## src/rtl/secded64_pkg.sv

```systemverilog
package secded64_pkg;
  localparam int HALF_W = 32;
  localparam int WORD_W = 2 * HALF_W;
  localparam int CHK_W  = 8;
  localparam int DIDX_W = $clog2(WORD_W);
  localparam int CIDX_W = $clog2(CHK_W);

  // Parity selection mask of check bit i, upper half first.
  function automatic logic [WORD_W-1:0] parity_mask(input int i);
    case (i)
      0: return {32'hf00fe11e, 32'hc33c0ff7};
      1: return {32'h00ff00ff, 32'h00fff0ff};
      2: return {32'h0f0f0f0f, 32'h0f0fff00};
      3: return {32'h11113333, 32'h7777000f};
      4: return {32'h22224444, 32'h8888222f};
      5: return {32'h44448888, 32'hffff4441};
      6: return {32'h8888ffff, 32'h11118882};
      default: return {32'hffff1111, 32'h22221114};
    endcase
  endfunction
endpackage

```

## src/rtl/secded64_parity.sv

```systemverilog
module secded64_parity
  import secded64_pkg::*;
#(
  parameter int W = WORD_W,
  parameter int C = CHK_W
) (
  input  logic [W-1:0] word,
  output logic [C-1:0] chk
);
  // One reduction tree per check bit.
  for (genvar gi = 0; gi < C; gi++) begin : g_par
    localparam logic [W-1:0] MASK = parity_mask(gi);
    assign chk[gi] = ^(word & MASK);
  end
endmodule

```

## src/rtl/secded64_first_set.sv

```systemverilog
module secded64_first_set #(
  parameter int W  = 8,
  parameter int IW = (W > 1) ? $clog2(W) : 1
) (
  input  logic [W-1:0]  vec,
  output logic          found,
  output logic [IW-1:0] idx
);
  // Lowest set bit wins: scan from the top so the last write is the lowest.
  always_comb begin
    found = 1'b0;
    idx   = '0;
    for (int j = W - 1; j >= 0; j--) begin
      if (vec[j]) begin
        found = 1'b1;
        idx   = IW'(j);
      end
    end
  end
endmodule

```

## src/rtl/secded64_locate.sv

```systemverilog
module secded64_locate
  import secded64_pkg::*;
#(
  parameter int W  = WORD_W,
  parameter int C  = CHK_W,
  parameter int DW = $clog2(W),
  parameter int CW = $clog2(C)
) (
  input  logic [C-1:0]  syn,
  output logic          data_hit,
  output logic [DW-1:0] data_idx,
  output logic          chk_hit,
  output logic [CW-1:0] chk_idx,
  output logic          multi
);
  logic [W-1:0]  match;
  logic          d_found;
  logic [DW-1:0] d_idx;
  logic          c_found;
  logic [CW-1:0] c_idx;
  logic          nonzero;
  logic          single;

  assign nonzero = |syn;
  assign single  = nonzero && ((syn & (syn - C'(1))) == '0);

  // Column of data bit k: bit k of every parity mask.
  for (genvar gk = 0; gk < W; gk++) begin : g_col
    logic [C-1:0] col;
    always_comb begin
      for (int i = 0; i < C; i++) begin
        col[i] = parity_mask(i)[gk];
      end
    end
    assign match[gk] = nonzero && (syn == col);
  end

  secded64_first_set #(.W(W), .IW(DW)) u_data_pick (
    .vec(match), .found(d_found), .idx(d_idx)
  );

  secded64_first_set #(.W(C), .IW(CW)) u_chk_pick (
    .vec(syn), .found(c_found), .idx(c_idx)
  );

  assign data_hit = d_found;
  assign data_idx = d_found ? d_idx : '0;
  assign chk_hit  = !d_found && single && c_found;
  assign chk_idx  = chk_hit ? c_idx : '0;
  assign multi    = nonzero && !d_found && !single;
endmodule

```

## src/rtl/secded64_check.sv

```systemverilog
module secded64_check
  import secded64_pkg::*;
#(
  parameter int HW = HALF_W,
  parameter int CB = CHK_W,
  localparam int WW = 2 * HW,
  localparam int DW = $clog2(WW),
  localparam int CW = $clog2(CB)
) (
  input  logic          clk,
  input  logic          rst,
  input  logic          in_valid,
  input  logic [HW-1:0] in_hi,
  input  logic [HW-1:0] in_lo,
  input  logic [CB-1:0] in_chk,
  output logic          out_valid,
  output logic          sbe,
  output logic          mbe,
  output logic          data_hit,
  output logic          chk_hit,
  output logic [DW-1:0] bad_data_idx,
  output logic [CW-1:0] bad_chk_idx,
  output logic [CB-1:0] syndrome,
  output logic [HW-1:0] fix_hi,
  output logic [HW-1:0] fix_lo,
  output logic [CB-1:0] fix_chk
);
  logic [WW-1:0] word;
  logic [CB-1:0] calc_chk;
  logic [CB-1:0] syn_c;
  logic          dh_c, ch_c, mb_c;
  logic [DW-1:0] di_c;
  logic [CW-1:0] ci_c;
  logic [WW-1:0] fix_word_c;
  logic [CB-1:0] fix_chk_c;

  assign word = {in_hi, in_lo};

  secded64_parity #(.W(WW), .C(CB)) u_par (
    .word(word), .chk(calc_chk)
  );

  assign syn_c = calc_chk ^ in_chk;

  secded64_locate #(.W(WW), .C(CB), .DW(DW), .CW(CW)) u_loc (
    .syn(syn_c), .data_hit(dh_c), .data_idx(di_c),
    .chk_hit(ch_c), .chk_idx(ci_c), .multi(mb_c)
  );

  // Repair: invert the one located bit, otherwise pass through.
  always_comb begin
    fix_word_c = word;
    fix_chk_c  = in_chk;
    if (dh_c) fix_word_c[di_c] = ~word[di_c];
    if (ch_c) fix_chk_c[ci_c]  = ~in_chk[ci_c];
  end

  always_ff @(posedge clk) begin
    if (rst) begin
      out_valid    <= 1'b0;
      sbe          <= 1'b0;
      mbe          <= 1'b0;
      data_hit     <= 1'b0;
      chk_hit      <= 1'b0;
      bad_data_idx <= '0;
      bad_chk_idx  <= '0;
      syndrome     <= '0;
      fix_hi       <= '0;
      fix_lo       <= '0;
      fix_chk      <= '0;
    end else begin
      out_valid <= in_valid;
      if (in_valid) begin
        sbe          <= dh_c | ch_c;
        mbe          <= mb_c;
        data_hit     <= dh_c;
        chk_hit      <= ch_c;
        bad_data_idx <= di_c;
        bad_chk_idx  <= ci_c;
        syndrome     <= syn_c;
        fix_hi       <= fix_word_c[WW-1:HW];
        fix_lo       <= fix_word_c[HW-1:0];
        fix_chk      <= fix_chk_c;
      end
    end
  end

  // valid follows the strobe by one cycle
  a_r8_valid_delay: assert property (@(posedge clk) disable iff (rst)
    in_valid |=> out_valid);
  a_r8_valid_idle: assert property (@(posedge clk) disable iff (rst)
    !in_valid |=> !out_valid);
  // results hold while no word is presented
  a_r8_hold: assert property (@(posedge clk) disable iff (rst)
    !in_valid |=> ($stable(syndrome) && $stable(fix_hi) && $stable(fix_lo)
                   && $stable(fix_chk) && $stable(mbe) && $stable(sbe)));
  // outcome flags exclusive
  a_r9_exclusive: assert property (@(posedge clk) disable iff (rst)
    $onehot0({data_hit, chk_hit, mbe}));
  // clean word passes through
  a_r3_clean_pass: assert property (@(posedge clk) disable iff (rst)
    in_valid ##1 (syndrome == '0) |->
      ({fix_hi, fix_lo} == $past(word)) && (fix_chk == $past(in_chk)) && !sbe && !mbe);
  // data repair flips exactly one bit
  a_r5_one_flip: assert property (@(posedge clk) disable iff (rst)
    in_valid ##1 data_hit |->
      ($countones({fix_hi, fix_lo} ^ $past(word)) == 1) && (fix_chk == $past(in_chk)));
  // check repair flips exactly one check bit
  a_r6_one_flip: assert property (@(posedge clk) disable iff (rst)
    in_valid ##1 chk_hit |->
      ($countones(fix_chk ^ $past(in_chk)) == 1) && ({fix_hi, fix_lo} == $past(word)));
  // uncorrectable implies multi-bit syndrome
  a_r7_multi: assert property (@(posedge clk) disable iff (rst)
    out_valid && mbe |-> ($countones(syndrome) > 1));
endmodule

```

## config.mk

```make
export PLATFORM = sky130hd
export DESIGN_NAME = secded64_check
export DESIGN_NICKNAME = d
export VERILOG_FILES = /design/src/rtl/secded64_pkg.sv /design/src/rtl/secded64_parity.sv /design/src/rtl/secded64_first_set.sv /design/src/rtl/secded64_locate.sv /design/src/rtl/secded64_check.sv
export SDC_FILE = /design/constraint.sdc
export NUM_CORES = 1
export LEC_CHECK = 0
export BUFFER_PORTS_ARGS = -buffer_cell sky130_fd_sc_hd__buf_2
export CORE_UTILIZATION = 51
export CTS_CLUSTER_DIAMETER = 200
export DETAILED_ROUTE_END_ITERATION = 16
export GPL_TIMING_DRIVEN = 1
export PLACE_DENSITY = 0.79
export REMOVE_ABC_BUFFERS = 1
export SLEW_MARGIN = 20
export SYNTH_ARGS = -nofsm -noshare
export SYNTH_HDL_FRONTEND = slang
export SYNTH_SLANG_ARGS = --single-unit
```

## constraint.sdc

```tcl
create_clock -name clk -period 5.2 [get_ports clk]
set_clock_uncertainty 0.1 [all_clocks]
set_input_delay 0.78 -clock clk [delete_from_list [all_inputs] [get_ports clk]]
set_output_delay 0.78 -clock clk [all_outputs]
set_load 0.05 [all_outputs]
```

==> flow_metrics.tcl <==
set metrics [dict create \
    row_count 45 \
    reg2regPathDepth 3 \
    cts.sinks 94 \
    synth-warning-count 0 \
    relSlewSlack 0.483 \
    drtIter0Drc 1359 \
    synthCells 966 \
    port_buffers 168 \
    grt_pass1_vias 9420 \
    synth_area_leaders "dfxtp_1 24%, xnor3_1 9.7%, xnor2_1 8.5%" \
    hold_viol_final 0 \
    die_area_mm2 0.0160 \
    holdCritStartpoint "fix_chk[5]" \
    synthFlopType "dfxtp_1" \
    gr-total-overflow 0 \
    cts_root_buffer "clkbuf_16" \
    num-fill-cells 905 \
    ant_nets 0 \
    finalSetupViolCount 64 \
    ys_types 85 \
    period_share 1.10 \
    die_w_um 126 \
    async_flop_share 0 \
    htree_levels 3 \
    end_kind "register" \
    layout_common_cells "315 x buf_4, 165 x buf_2, 162 x nand2_1" \
    dp_slack_ns -0.937 \
    fin_util 0.838 \
    wl_per_cell_um 25.7 \
    grt_max_degree 59 \
    outcome "complete, but fails checks" \
    r2r_slack_ns 4.07 \
    start_util 0.521 \
    synth_top_area_frac 0.238 \
    hold_depth 2 \
    placedInstanceArea_mm2 0.0109 \
    die_h_um 126 \
    synth_area_mm2 0.00789 \
    timing.final.crit_period_ns 5.73 \
    required_ns 5.36 \
    synth_seq_area_share 0.238 \
    drt_first_pass_iters 8 \
    antenna_found_initial 4 \
    synth_edf_count 0 \
    arrival_ns 5.89 \
    design_area_mm2 0.0127 \
    yosys.area.top_type "dfxtp_1" \
    grt_use_total 0.457 \
    pin_count 169 \
    clock_latency_ns 0.37 \
    tightest_slew_ns 0.773 \
    drive_gt1_frac 0.484 \
    dp_cells 1548 \
    violations "negative setup slack" \
    drt-total-wl_um 41800 \
    slew_violations 0 \
    drc 0 \
    final_common_cell "buf_4" \
    critPathKind "in2reg" \
    cts_tree "yes" \
    grt_setup_unrepaired "yes" \
    crit_fanout 7 \
    hold_class "reg2reg" \
    core_area_mm2 0.0151 \
    cp-startpoint "in_hi[1]" \
    vias_per_cell 6.48 \
    grt_pass1_wl_um 54600 \
    ys_ff_latch 94 \
    stdcell_count 1624 \
    fmax_mhz 175 \
    setup_ws_ns -0.528 \
    clk_pin_slew_ns 0.08 \
    cp-start-kind "input port" \
    cts_made_buffers 9 \
    gp_congestion 1.01 \
    synthToLayoutAreaGrowth_pct 60.9 \
    num-nets-final 1503 \
    r2r_start "fix_lo[3]" \
    avgSynthCellArea_um2 8.17 \
    vias 10500 \
    clockBufferDepth 2 \
    maxCapViolations 0 \
    dpl.hpwl_um 27500 \
]
[worst max-delay path: stages]
cell and delay (ns):
buf_2 0.19, xor2_1 0.49, xnor3_1 0.56, xnor2_2 0.24, xor3_1 0.53, buf_4 0.20, nand2_1 0.16, inv_1 0.13
nand2_1 0.10, a21boi_0 0.13, a2111oi_4 0.44, buf_6 0.19, buf_6 0.10, buf_6 0.11, mux4_2 0.28, nor3b_4 0.17
o32ai_4 0.30, buf_6 0.25, clkbuf_16 0.20, nor3_4 0.05, o31ai_1 0.26
[path summary, 6_finish.rpt]
kind                                    to
worst max-delay path            fix_hi[21]
worst min-delay path            fix_chk[5]
worst max register to register   fix_lo[3]
worst min register to register  fix_chk[5]
[state kept, by name (all words and copies together) (netlist names)]
signal / cells
fix_chk: 8
bad_chk_idx: 3
mbe: 1
bad_data_idx: 6
data_hit: 1
syndrome: 8
fix_hi: 32
out_valid: 1
chk_hit: 1
sbe: 1
fix_lo: 32
[through the flow]
stage               hold WS, ns  TNS [ns]
floorplan                 0.579    -74.90
global placement          0.330    -52.46
detailed placement        0.335    -55.27
CTS                       0.352   -0.0404
global route              0.379    -47.84
finish                    0.354    -24.59
[cell families after synthesis]
group,synth area share
AND/OR/NAND/NOR,0.252
multiplexers,0.0176
flip-flops,0.238
XOR/XNOR,0.241
AO/OA/AOI/OAI,0.208
buffers and inverters,0.0426
[cells in the mapped netlist (7+ instances only)]
cell type and count:
nand2_1 163, dfxtp_1 94, xnor2_1 77, nor3_1 64
a21oi_1 58, nor2_1 54, nand3_1 49, o31ai_1 39
clkbuf_1 38, xnor3_1 34, o21ai_0 32, xor2_1 24
buf_2 20, a211oi_1 19, a31oi_1 11, and3_1 10
nand4_1 8, nor2b_1 8, nor4_1 7, or3_1 7
[what timing repair did]
action	4_1_cts	5_1_grt
pin swaps	34	95
hold buffers	0	0
resized for setup	52	135
setup endpoints to repair	64	64
gates cloned	2	6
setup buffers	28	26
[routing by layer]
metal | vias up | global-route usage | routed length [µm]
li1 | 4421 | - | -
met1 | 4860 | 0.557 | 14400
met2 | 927 | 0.736 | 17900
met3 | 318 | 0.0983 | 5470
met4 | 2 | 0.293 | 3890
met5 | - | 0 | 57
[layout make-up]
class / count / area (µm²) / area share
antenna: 3 / 7.51 / 0.000591
clock buffer: 9 / 225 / 0.0177
clock inverter: 7 / 77.6 / 0.00611
inverter: 6 / 22.5 / 0.00177
multi-input combinational: 799 / 6490 / 0.511
sequential: 94 / 1880 / 0.148
tap: 188 / 235 / 0.0185
timing repair buffer: 518 / 3760 / 0.296
Power is not shown: default switching activity piles up to over one toggle a cycle in this logic, so the estimate is an artifact.
